`src/rtl/dma_pp_pkg.sv`:
```
package dma_pp_pkg;
  localparam int ADDR_W    = 32;
  localparam int LEN_W     = 12;
  localparam int BYTE_W    = 8;
  localparam int PAGE_W    = 12;
  localparam int ALIGN_W   = 6;
  localparam int DESC_W    = 64;
  localparam int LEN_LSB   = 32;
  localparam int LAST_BIT  = 63;
  localparam int NUM_CTX   = 2;
  localparam int SEL_W     = 2;
  localparam int CTRL_W    = 5;
  localparam int DIAG_W    = LEN_W + 2;

  // register select codes
  localparam logic [SEL_W-1:0] SEL_DESC_A = 2'd0;
  localparam logic [SEL_W-1:0] SEL_DESC_B = 2'd1;
  localparam logic [SEL_W-1:0] SEL_CTRL   = 2'd2;
  localparam logic [SEL_W-1:0] SEL_IRQ    = 2'd3;

  // control word bit positions
  localparam int CB_DIR = 0;
  localparam int CB_EN  = 1;
  localparam int CB_RST = 2;
  localparam int CB_VB  = 3;
  localparam int CB_VA  = 4;

  typedef struct packed {
    logic              start;
    logic              run;
    logic              clear;
    logic              dir;
    logic [ADDR_W-1:0] base;
    logic [LEN_W-1:0]  len;
  } dpCmd_t;

  typedef struct packed {
    logic             drained;
    logic             errHit;
    logic [LEN_W-1:0] remaining;
  } dpStat_t;
endpackage

```
`src/rtl/dma_pp_datapath.sv`:
```
module dma_pp_datapath
  import dma_pp_pkg::*;
(
  input  logic              clk,
  input  logic              rstN,
  input  dpCmd_t            cmd,
  output dpStat_t           stat,
  output logic              memReq,
  output logic              memWrite,
  output logic [ADDR_W-1:0] memAddr,
  output logic [BYTE_W-1:0] memWrData,
  input  logic              memReady,
  input  logic [BYTE_W-1:0] memRdData,
  input  logic              memError,
  output logic              txValid,
  output logic [BYTE_W-1:0] txData,
  input  logic              txReady,
  input  logic              rxValid,
  input  logic [BYTE_W-1:0] rxData,
  output logic              rxReady
);
  logic [PAGE_W-1:0] offset;
  logic [LEN_W-1:0]  remaining;
  logic              holdFull;
  logic [BYTE_W-1:0] holdData;
  logic              memPend;
  logic [PAGE_W-1:0] pageBase;
  logic [PAGE_W-1:0] pageIdx;
  logic              moreBytes;
  logic              memAccept;
  logic              issueRd;
  logic              issueWr;
  logic              txFire;
  logic              rxFire;

  always_comb begin
    pageBase  = cmd.dir ? {cmd.base[PAGE_W-1:ALIGN_W], {ALIGN_W{1'b0}}}
                        : cmd.base[PAGE_W-1:0];
    pageIdx   = pageBase + offset;
    moreBytes = (remaining != '0);
    memAccept = memPend && memReady;
    issueRd   = cmd.run && !cmd.dir && !memPend && !holdFull && moreBytes;
    issueWr   = cmd.run &&  cmd.dir && !memPend &&  holdFull && moreBytes;
    txValid   = cmd.run && !cmd.dir && holdFull;
    rxReady   = cmd.run &&  cmd.dir && !holdFull && !memPend && moreBytes;
    txFire    = txValid && txReady;
    rxFire    = rxValid && rxReady;
  end

  assign memReq    = memPend;
  assign memWrite  = cmd.dir;
  assign memAddr   = {cmd.base[ADDR_W-1:PAGE_W], pageIdx};
  assign memWrData = holdData;
  assign txData    = holdData;

  always_comb begin
    stat.drained   = !moreBytes && !holdFull && !memPend;
    stat.errHit    = memAccept && memError;
    stat.remaining = remaining;
  end

  always_ff @(posedge clk or negedge rstN) begin
    if (!rstN) begin
      offset    <= '0;
      remaining <= '0;
      holdFull  <= 1'b0;
      holdData  <= '0;
      memPend   <= 1'b0;
    end else if (cmd.clear) begin
      offset    <= '0;
      remaining <= '0;
      holdFull  <= 1'b0;
      memPend   <= 1'b0;
    end else if (cmd.start) begin
      offset    <= '0;
      remaining <= cmd.len;
      holdFull  <= 1'b0;
      memPend   <= 1'b0;
    end else begin
      if (memAccept) memPend <= 1'b0;
      if (issueRd || issueWr) memPend <= 1'b1;
      if (memAccept && !memError) begin
        offset    <= offset + PAGE_W'(1);
        remaining <= remaining - LEN_W'(1);
        if (!cmd.dir) begin
          holdData <= memRdData;
          holdFull <= 1'b1;
        end else begin
          holdFull <= 1'b0;
        end
      end
      if (txFire) holdFull <= 1'b0;
      if (rxFire) begin
        holdData <= rxData;
        holdFull <= 1'b1;
      end
    end
  end

  AST_REQ_HELD: assert property (@(posedge clk) disable iff (!rstN)
    memReq && !memReady && !cmd.clear |=> memReq && $stable(memAddr) && $stable(memWrData));
  AST_NO_OVERRUN: assert property (@(posedge clk) disable iff (!rstN)
    memReq && !memWrite |-> !txValid);
  AST_COUNT_STEP: assert property (@(posedge clk) disable iff (!rstN)
    memReq && memReady && !memError && !cmd.clear && !cmd.start
      |=> stat.remaining == $past(stat.remaining) - LEN_W'(1));
  AST_ERR_NO_COUNT: assert property (@(posedge clk) disable iff (!rstN)
    memReq && memReady && memError && !cmd.clear |=> $stable(stat.remaining));
endmodule

```
`src/rtl/dma_pp_ctrl.sv`:
```
module dma_pp_ctrl
  import dma_pp_pkg::*;
(
  input  logic              clk,
  input  logic              rstN,
  input  logic              regWrEn,
  input  logic [SEL_W-1:0]  regSel,
  input  logic [DESC_W-1:0] regWrData,
  input  dpStat_t           stat,
  output dpCmd_t            cmd,
  output logic [CTRL_W-1:0] ctrlStatus,
  output logic [DIAG_W-1:0] diagStatus,
  output logic              irqDoneA,
  output logic              irqDoneB,
  output logic              irqMemError,
  output logic              termCount
);
  logic [NUM_CTX-1:0][ADDR_W-1:0] baseVec;
  logic [NUM_CTX-1:0][LEN_W-1:0]  lenVec;
  logic [NUM_CTX-1:0]             lastVec;

  // reserved descriptor bits are not stored
  logic unusedRsvd;
  assign unusedRsvd = ^regWrData[LAST_BIT-1:LEN_LSB+LEN_W];

  for (genvar g = 0; g < NUM_CTX; g++) begin : g_slot
    logic [ADDR_W-1:0] baseQ;
    logic [LEN_W-1:0]  lenQ;
    logic              lastQ;
    always_ff @(posedge clk or negedge rstN) begin
      if (!rstN) begin
        baseQ <= '0;
        lenQ  <= '0;
        lastQ <= 1'b0;
      end else if (regWrEn && regSel == SEL_W'(g)) begin
        baseQ <= regWrData[ADDR_W-1:0];
        lenQ  <= regWrData[LEN_LSB+LEN_W-1:LEN_LSB];
        lastQ <= regWrData[LAST_BIT];
      end
    end
    assign baseVec[g] = baseQ;
    assign lenVec[g]  = lenQ;
    assign lastVec[g] = lastQ;
  end

  logic               dirR, enR, rstR, busy, curCtx, tcR, errIrq;
  logic [NUM_CTX-1:0] validR, validNext, doneIrq, doneNext;
  logic               wrCtrl, wrClr, startNow, doneNow, startCtx, ctxSel;

  always_comb begin
    wrCtrl   = regWrEn && (regSel == SEL_CTRL);
    wrClr    = regWrEn && (regSel == SEL_IRQ);
    startCtx = validR[curCtx] ? curCtx : ~curCtx;
    startNow = !busy && enR && !rstR && (|validR);
    doneNow  = busy && enR && !rstR && stat.drained;
    ctxSel   = busy ? curCtx : startCtx;

    validNext = validR;
    if (rstR) validNext = '0;
    else if (doneNow) validNext[curCtx] = 1'b0;
    if (wrCtrl && !regWrData[CB_RST])
      validNext = validNext | {regWrData[CB_VB], regWrData[CB_VA]};

    doneNext = doneIrq;
    if (wrClr) doneNext = doneNext & ~regWrData[NUM_CTX-1:0];
    if (doneNow) doneNext[curCtx] = 1'b1;
  end

  always_ff @(posedge clk or negedge rstN) begin
    if (!rstN) begin
      dirR    <= 1'b0;
      enR     <= 1'b0;
      rstR    <= 1'b0;
      busy    <= 1'b0;
      curCtx  <= 1'b0;
      tcR     <= 1'b0;
      errIrq  <= 1'b0;
      validR  <= '0;
      doneIrq <= '0;
    end else begin
      validR  <= validNext;
      doneIrq <= doneNext;
      tcR     <= doneNow && lastVec[curCtx];
      if (rstR) begin
        busy   <= 1'b0;
        curCtx <= 1'b0;
      end else if (startNow) begin
        busy   <= 1'b1;
        curCtx <= startCtx;
      end else if (doneNow) begin
        busy   <= 1'b0;
        curCtx <= ~curCtx;
      end
      if (wrClr && regWrData[NUM_CTX]) errIrq <= 1'b0;
      if (stat.errHit) begin
        errIrq <= 1'b1;
        enR    <= 1'b0;
      end
      if (wrCtrl) begin
        dirR <= regWrData[CB_DIR];
        enR  <= regWrData[CB_EN];
        rstR <= regWrData[CB_RST];
      end
    end
  end

  always_comb begin
    cmd.start = startNow;
    cmd.run   = busy && enR && !rstR;
    cmd.clear = rstR;
    cmd.dir   = dirR;
    cmd.base  = baseVec[ctxSel];
    cmd.len   = lenVec[ctxSel];
  end

  assign ctrlStatus  = {validR[0], validR[1], rstR, enR, dirR};
  assign diagStatus  = {stat.remaining, busy && enR, curCtx};
  assign irqDoneA    = doneIrq[0];
  assign irqDoneB    = doneIrq[1];
  assign irqMemError = errIrq;
  assign termCount   = tcR;

  AST_TC_SINGLE: assert property (@(posedge clk) disable iff (!rstN)
    termCount |=> !termCount);
  AST_DONE_CLEARS_VALID: assert property (@(posedge clk) disable iff (!rstN)
    doneNow && !wrCtrl |=> !validR[$past(curCtx)]);
  AST_DONE_FLAGS: assert property (@(posedge clk) disable iff (!rstN)
    doneNow |=> doneIrq[$past(curCtx)]);
  AST_CTX_SWAP: assert property (@(posedge clk) disable iff (!rstN)
    doneNow |=> curCtx != $past(curCtx));
  AST_ERR_STOPS: assert property (@(posedge clk) disable iff (!rstN)
    stat.errHit && !wrCtrl |=> !enR && irqMemError);
  AST_RESET_QUIET: assert property (@(posedge clk) disable iff (!rstN)
    rstR && !wrCtrl |=> !busy && validR == '0 && !cmd.run);
endmodule

```
`src/rtl/dma_pingpong_chan.sv`:
```
module dma_pingpong_chan
  import dma_pp_pkg::*;
(
  input  logic              clk,
  input  logic              rstN,
  input  logic              regWrEn,
  input  logic [SEL_W-1:0]  regSel,
  input  logic [DESC_W-1:0] regWrData,
  output logic [CTRL_W-1:0] ctrlStatus,
  output logic [DIAG_W-1:0] diagStatus,
  output logic              irqDoneA,
  output logic              irqDoneB,
  output logic              irqMemError,
  output logic              termCount,
  output logic              memReq,
  output logic              memWrite,
  output logic [ADDR_W-1:0] memAddr,
  output logic [BYTE_W-1:0] memWrData,
  input  logic              memReady,
  input  logic [BYTE_W-1:0] memRdData,
  input  logic              memError,
  output logic              txValid,
  output logic [BYTE_W-1:0] txData,
  input  logic              txReady,
  input  logic              rxValid,
  input  logic [BYTE_W-1:0] rxData,
  output logic              rxReady
);
  dpCmd_t  cmd;
  dpStat_t stat;

  dma_pp_ctrl u_ctrl (
    .clk         (clk),
    .rstN        (rstN),
    .regWrEn     (regWrEn),
    .regSel      (regSel),
    .regWrData   (regWrData),
    .stat        (stat),
    .cmd         (cmd),
    .ctrlStatus  (ctrlStatus),
    .diagStatus  (diagStatus),
    .irqDoneA    (irqDoneA),
    .irqDoneB    (irqDoneB),
    .irqMemError (irqMemError),
    .termCount   (termCount)
  );

  dma_pp_datapath u_dp (
    .clk       (clk),
    .rstN      (rstN),
    .cmd       (cmd),
    .stat      (stat),
    .memReq    (memReq),
    .memWrite  (memWrite),
    .memAddr   (memAddr),
    .memWrData (memWrData),
    .memReady  (memReady),
    .memRdData (memRdData),
    .memError  (memError),
    .txValid   (txValid),
    .txData    (txData),
    .txReady   (txReady),
    .rxValid   (rxValid),
    .rxData    (rxData),
    .rxReady   (rxReady)
  );
endmodule

```
`config.mk`:
```
export PLATFORM = sky130hd
export DESIGN_NAME = dma_pingpong_chan
export DESIGN_NICKNAME = d
export VERILOG_FILES = /design/src/rtl/dma_pp_pkg.sv /design/src/rtl/dma_pp_datapath.sv /design/src/rtl/dma_pp_ctrl.sv /design/src/rtl/dma_pingpong_chan.sv
export SDC_FILE = /design/constraint.sdc
export NUM_CORES = 1
export LEC_CHECK = 0
export ABC_AREA = 1
export ABC_CLOCK_PERIOD_IN_PS = 4950
export BUFFER_PORTS_ARGS = -buffer_cell sky130_fd_sc_hd__buf_2
export CAP_MARGIN = 10
export CORE_UTILIZATION = 57
export DETAILED_ROUTE_END_ITERATION = 8
export PLACE_DENSITY = 0.88
export SYNTH_ARGS = -nofsm -noshare
export SYNTH_HDL_FRONTEND = slang
export SYNTH_SLANG_ARGS = --single-unit
export TNS_END_PERCENT = 5
```
`constraint.sdc`:
```
create_clock -name clk -period 4.95 [get_ports clk]
set_input_delay 0.495 -clock clk [delete_from_list [all_inputs] [get_ports clk]]
set_output_delay 0.495 -clock clk [all_outputs]
set_load 0.02 [all_outputs]
```
==> results of run 1 <==
synth_stat cells (6+ instances only):
library cell  instances  share of area (%)
xor2_1                9                1.1
inv_1                84                4.4
buf_2                 6               0.42
nand2_1             335                 18
ha_1                 14                2.4
o21ai_0             119                8.3
nand4_1              10               0.87
clkbuf_1             21                1.1
nor3_1                8               0.56
nor2_1               57                3.0
dfrtp_1             135                 47
a21oi_1              20                1.4
buf_4                26                2.7
nand3_1              56                3.9
worst max-delay path, delay by kind of cell (launching register included):
kind | cells | cell delay, ns
flops | 1 | 0.47
buf+inv | 1 | 0.18
xor+xnor | 1 | 0.13
simple gates | 6 | 0.80
fa+ha+maj | 2 | 0.71
compound gates | 3 | 0.54
cells in the final DEF (no fill, tap or decap), types with 2 or more instances in the layout:
cell	netlist	final
nand2_1	335	334
buf_2	6	143
dfrtp_1	135	135
o21ai_0	119	119
inv_1	84	84
nor2_1	57	57
nand3_1	56	55
a21oi_1	20	20
clkbuf_16	0	17
ha_1	14	14
nand4_1	10	10
xor2_1	9	9
nor3_1	8	8
inv_2	5	5
nand2_2	4	5
buf_4	26	5
a21o_1	3	3
nor2_2	3	3
and2_1	3	3
nand3_2	2	3
o211ai_1	3	3
clkbuf_8	0	3
inv_6	0	3
clkinv_4	0	3
xnor2_1	2	2
clkinvlp_4	0	2
bufinv_16	0	2
final cells by class:
class / count / area share (%)
Timing Repair Buffer: 149 / 9.03
Sequential cell: 135 / 39.9
Multi-Input combinational cell: 666 / 37.3
Tap cell: 168 / 2.48
Clock inverter: 11 / 1.64
Inverter: 90 / 4.02
Clock buffer: 21 / 5.56
metrics by stage:
| stage | util [%] | worst slack, ns |
|---|---|---|
| global placement | 64.6 | 1.74 |
| detailed placement | 64.6 | 1.67 |
| floorplan | - | 1.97 |
| global route | 69.6 | 0.904 |
| finish | 69.6 | 1.22 |
| CTS | 69.6 | 1.20 |
kinds of logic after synthesis:
logic type | share of synthesized area (%)
simple gates | 28.4
xor+xnor | 1.34
buf+inv | 9.18
compound gates | 11.3
fa+ha+maj | 2.72
flops | 47.0
flip-flops by register name (all words and copies together), names as in the netlist, 2 cells and up:
name / cells
u_ctrl.g_slot.baseQ: 64
u_dp.remaining: 12
u_dp.memWrData: 8
u_ctrl.validR: 2
u_ctrl.g_slot.lastQ: 2
u_ctrl.doneIrq: 2
u_dp.offset: 12
u_ctrl.g_slot.lenQ: 24
worst paths after layout:
path	start	to	slack [ns]	cells after the start
max reg2reg	u_ctrl.curCtx	u_dp.remaining[6]	2.89	8
min reg2reg	u_ctrl.g_slot[0].baseQ[4]	u_ctrl.g_slot[0].baseQ[4]	0.48	2
min in group clk	regWrData[4]	u_ctrl.validR[0]	0.32	3
max in group asynchronous	rstN	u_ctrl.g_slot[1].baseQ[2]	3.76	2
min	rstN	u_dp.memWrData[6]	0.18	1
max	u_ctrl.curCtx	memAddr[6]	1.22	13
metal layers:
metal  vias up  global-route usage (%)  wire, um  share of wire, %
li1       3239                       -         -                 -
met1      3040                    37.5      7380                43
met2       228                    44.2      8050                47
met3        23                    8.26      1260               7.4
met4         2                    9.26       318               1.9
met5         -                       0        13             0.076
report_power, final:
group | internal, mW | total, mW | switching, mW
Clock | 0.792 | 1.28 | 0.489
Sequential | 1.29 | 1.44 | 0.154
Combinational | 0.441 | 1.34 | 0.904
Total | 2.52 | 4.07 | 1.55
==> run_results.csv, run 1 <==
group,metric,value,unit
status,run_status,"complete, no violations",
worst_setup_path,critPathSlowestCell,"dfrtp_1",
global_route,grt_max_degree,99,
drt,drtPass1Iterations,8,
worst_setup_path,crit_path_max_fanout,23,
timing,post-route-period-util,75.3,%
placement,gp_congestion,0.976,
finish,fill_cells,1032,
finish,drive_above_1_share,19.3,%
clocking,clk_latency,0.42,ns
logic_synthesis,ys_ff_latch,135,
die,start_util,59.1,%
drt,drtIter0Drc,501,
logic_synthesis,synthFlopType,"dfrtp_1",
global_route,grt_pass1_wl,28600,um
logic_synthesis,postSynthNetCount,1050,
power_and_ir_drop,power,4.07,mW
logic_synthesis,ys_seq_area_share,47.0,%
logic_synthesis,synth_edf_count,0,
job,drv_cap,0,
logic_synthesis,synth_cell_types,43,
worst_setup_path,slowest_delay,0.47,ns
timing,hold_viol,0,
drt,routed_via_density,5.27,
drt,drtAntennaViolNets,0,
drt,drt-total-wl,17000,um
worst_setup_path,cp.required,4.45,ns
worst_setup_path,end_kind,"primary output",
worst_setup_path,worstSetupPathType,"flop to primary output",
placement,port_buffers,144,
placement,dp_hpwl,11700,um
global_route,antenna_found_initial,1,
timing,finalSetupViolCount,0,
finish,seq_area,0.00338,sq mm
placement,placed_cell_area,0.00785,sq mm
clocking,clockBufferDepth,2,
drt,route.vias.total,6532,
clocking,clk_pin_slew_worst_paths,0.06,ns
finish,multiInputGateArea,0.00316,sq mm
clocking,clkSinkCount,135,
worst_setup_path,worst_setup_path_start_kind,"flop",
clocking,numCtsBuffers,17,
worst_setup_path,arrival,3.23,ns
finish,syn2layout_area_growth,17.8,%
worst_setup_path,cpMostUsedCell,"nand2_1",
power_and_ir_drop,ir_worst_vdd,0.000323,V
power_and_ir_drop,power.density,481,mW/mm^2
global_route,grt_use_total,28.1,%
timing,slew_viol_final,0,
global_route,gr-total-overflow,0,
die,die_w,114,um
finish,num-nets-final,1163,
clocking,cts_resized,0,
timing,worst_pin_slew,0.875,ns
finish,design_area,0.00846,sq mm
global_route,grt_pass1_vias,6024,
logic_synthesis,netlist_instances,946,
logic_synthesis,netlist_area,0.00718,sq mm
clocking,htreeDepth,4,
timing,finalSetupTns,0,ns
logic_synthesis,synthArstFlopShare,100,%
clocking,cts_root_buf,"clkbuf_16",
die,die_h,114,um
placement,place_inst,1208,
timing,slew_headroom,41.7,%
timing,rsz0062_at_grt,"false",
logic_synthesis,synth_warnings,0,
power_and_ir_drop,power_leakage,4.71,nW
timing,finalHoldWorstSlack,0.175,ns
die,core,0.0122,sq mm
worst_hold_path,hold_path.class,"input pin to async pin",
die,row_count,40,
timing,period_needed,3.73,ns
die,die_area,0.0131,sq mm
timing,fmax,268,MHz
finish,finalNonFillerCells,1240,
die,io_pins,164,
clocking,post_cts_buffers,0,
worst_setup_path,crit_chain,"nand2_1, o21ai_2, nand2_1, nand2_2, o21ai_0, nor2_1, ha_1, fa_1, nand3_1, nand2_1, a21oi_1, xnor2_1, buf_2",
clocking,postCtsHoldBufs,0,
finish,insertedDiodeCount,0,
drt,drc,0,
timing,skew,0.00814,ns
logic_synthesis,postSynthAreaPerCell,7.59,sq um
clocking,tritoncts,"built",
drt,wl_per_cell,13.7,um
(Power assumes the default switching activity.)
==> run 2: changes to the inputs <==
ABC_CLOCK_PERIOD_IN_PS = 3300   (was 4950)
CORE_UTILIZATION = 49   (was 57)
PLACE_DENSITY = 0.8   (was 0.88)
clock period = 3.3 ns   (was 4.95 ns; I/O delays follow)
==> run 2 against run 1 <==
Sequential power rose by 51%. Setup slack worse by 1.1 ns. Sequential share of layout area is 0.81 points lower. Count of clock-buffer cells in the layout fell by 4. Clock power rose by 53%. Cell count increased by 1.9%. Global-route usage decreased by 3.5 points. Utilization down 8.3 points. Flip-flop and latch count stayed put. Register-to-register slack got worse by 1.5 ns. First-iteration DRC count shrank 11%.
==> run_results.csv, run 2 (synthesis gave the netlist of run 1 again) <==
group,metric,value,unit
clocking,clk_pin_slew_worst_paths,0.06,ns
worst_setup_path,critPathSlowestCell,"dfrtp_2",
global_route,antenna_found_initial,2,
worst_setup_path,r2r_cells,10,
finish,top_register,"u_ctrl.g_slot.baseQ",
worst_setup_path,r2r_end,"u_dp.remaining[3]",
finish,design_area,0.00864,sq mm
clocking,clk_latency,0.42,ns
drt,wl_per_cell,14.2,um
finish,largest_register_ffs,64,
status,run_status,"complete, no violations",
die,start_util,51.0,%
drt,drtAntennaViolNets,0,
worst_hold_path,hold_path.class,"input pin to flop",
worst_setup_path,path_buf_inv,1,
die,die_w,123,um
worst_setup_path,crit_path_max_fanout,7,
placement,port_buffers,144,
die,row_count,43,
drt,drt-total-wl,17900,um
drt,route.vias.total,6512,
finish,fill_cells,1306,
global_route,grt_pass1_wl,28400,um
worst_setup_path,crit_chain,"nand2_1, o21ai_4, nand2_2, nand2_4, o21ai_0, nor2_2, ha_1, a21oi_1, nand2_1, a21oi_1, xnor2_1, buf_2",
global_route,use_met2,39.7,%
clocking,clockBufferDepth,2,
timing,finalHoldWorstSlack,0.152,ns
finish,final_cell_mix,"nand2_1, buf_2, dfrtp_1, o21ai_0, inv_1",
placement,place_inst,1224,
worst_setup_path,crit_path_start,"u_ctrl.curCtx",
timing,fin_ws,0.0737,ns
clocking,numCtsBuffers,17,
timing,rsz0062_at_grt,"true",
drt,routed_via_density,5.15,
worst_setup_path,endpoint,"memAddr[6]",
finish,syn2layout_area_growth,20.3,%
finish,num-nets-final,1173,
timing,post-route-period-util,97.8,%
placement,dp_worst_setup_slack,0.375,ns
worst_setup_path,crit_cells,12,
worst_setup_path,ff2ff_setup_slack,1.41,ns
timing,hold_viol,0,
finish,final_common_cell,"nand2_1",
timing,fmax,310,MHz
placement,placed_cell_area,0.00791,sq mm
worst_setup_path,r2r-start,"u_ctrl.curCtx",
finish,drive_above_1_share,21.3,%
finish,largestRegisters,"u_ctrl.g_slot.baseQ: 64 flops, u_ctrl.g_slot.lenQ: 24 flops",
timing,worst_pin_slew,0.780,ns
global_route,use_met3,6.83,%
worst_setup_path,critPathTopFamily,"compound AO/OA/AOI/OAI gates",
power_and_ir_drop,power.density,722,mW/mm^2
global_route,grt_use_total,24.6,%
power_and_ir_drop,power,6.24,mW
global_route,busiest_layer,"met2",
timing,finalSetupTns,0,ns
drt,drtPass1Iterations,7,
die,io_pins,164,
timing,slew_headroom,48.0,%
die,core,0.0141,sq mm
global_route,grt_pass1_vias,5881,
die,die_area,0.0151,sq mm
power_and_ir_drop,power_leakage,4.77,nW
global_route,gr-total-overflow,0,
drt,drtIter0Drc,447,
finish,final_core_util,61.3,%
timing,skew,0.00618,ns
timing,finalSetupViolCount,0,
global_route,use_met1,32.1,%
worst_setup_path,end_kind,"primary output",
power_and_ir_drop,ir_worst_vdd,0.000400,V
timing,period_needed,3.23,ns
finish,seq_area,0.00338,sq mm
worst_setup_path,cp.required,2.97,ns
die,die_h,123,um
timing,slew_viol_final,0,
placement,dp_hpwl,12300,um
finish,finalNonFillerCells,1264,
worst_setup_path,worst_setup_path_start_kind,"flop",
drt,drc,0,
clocking,htreeDepth,4,
worst_setup_path,arrival,2.90,ns
finish,multiInputGateArea,0.00322,sq mm
clocking,clkSinkCount,135,
job,drv_cap,0,
clocking,cts_root_buf,"clkbuf_16",
placement,gp_congestion,0.895,
global_route,grt_max_degree,85,
clocking,tritoncts,"built",
worst_setup_path,slowest_delay,0.46,ns
worst_setup_path,worstSetupPathType,"flop to primary output",
==> run 2: cell types whose count changed in the layout (fill, tap and decap cells not counted), moves of 3 or more <==
cell      before  now
nor2_1        57   54
nor2_2         3    6
nand2_1      334  331
buf_4          5   13
inv_8          1    4
clkbuf_8       3    0
o21ai_0      119  116
==> run 2: what timing repair did <==
action	in CTS	in global routing
pin swaps	0	4
gates cloned	0	0
hold buffers	1	0
gates resized for setup	9	14
setup endpoints to repair	6	7
hold endpoints to repair	23	0
buffers inserted	3	2
==> run 2: how the worst min path moves through the flow <==
stage | start | endpoint | slack, ns | cells after the start
finish | regWrData[4] | u_ctrl.validR[0] | 0.15 | 3
global route | regWrData[3] | u_ctrl.validR[1] | 0.17 | 3
CTS | regWrData[4] | u_ctrl.validR[0] | 0.14 | 3
detailed placement | rstN | u_dp.memWrData[4] | 0.44 | 1
global placement | rstN | u_dp.memWrData[4] | 0.43 | 1
floorplan | rstN | u_ctrl.busy | 0.03 | 0
==> run 2: area by class of cell <==
cell class / count / area share, %
Antenna cell: 2 / 0.0579
Clock buffer: 17 / 4.92
Clock inverter: 15 / 2.10
Inverter: 90 / 3.94
Multi-Input combinational cell: 666 / 37.2
Sequential cell: 135 / 39.1
Tap cell: 180 / 2.61
Timing Repair Buffer: 159 / 10.0
==> run 2: layer usage <==
layer  vias up  routed length, um
li1       3263                  -
met2       219               8520
met4         0                295
met5         -                  0
met1      3007               7940
met3        23               1180
==> run 2: tightest hold or removal path: cells and delay by family <==
kind                   cells  cell delay, ns
and+or+nand+nor            2            0.11
buffers and inverters      1            0.09
==> run 2: power breakdown <==
part / leakage (nW) / internal (mW) / total (mW) / switching, mW
sequential: 1.73 / 1.94 / 2.18 / 0.239
combinational: 2.74 / 0.722 / 2.11 / 1.39
clock: 0.293 / 1.15 / 1.96 / 0.809
total: 4.77 / 3.81 / 6.24 / 2.44
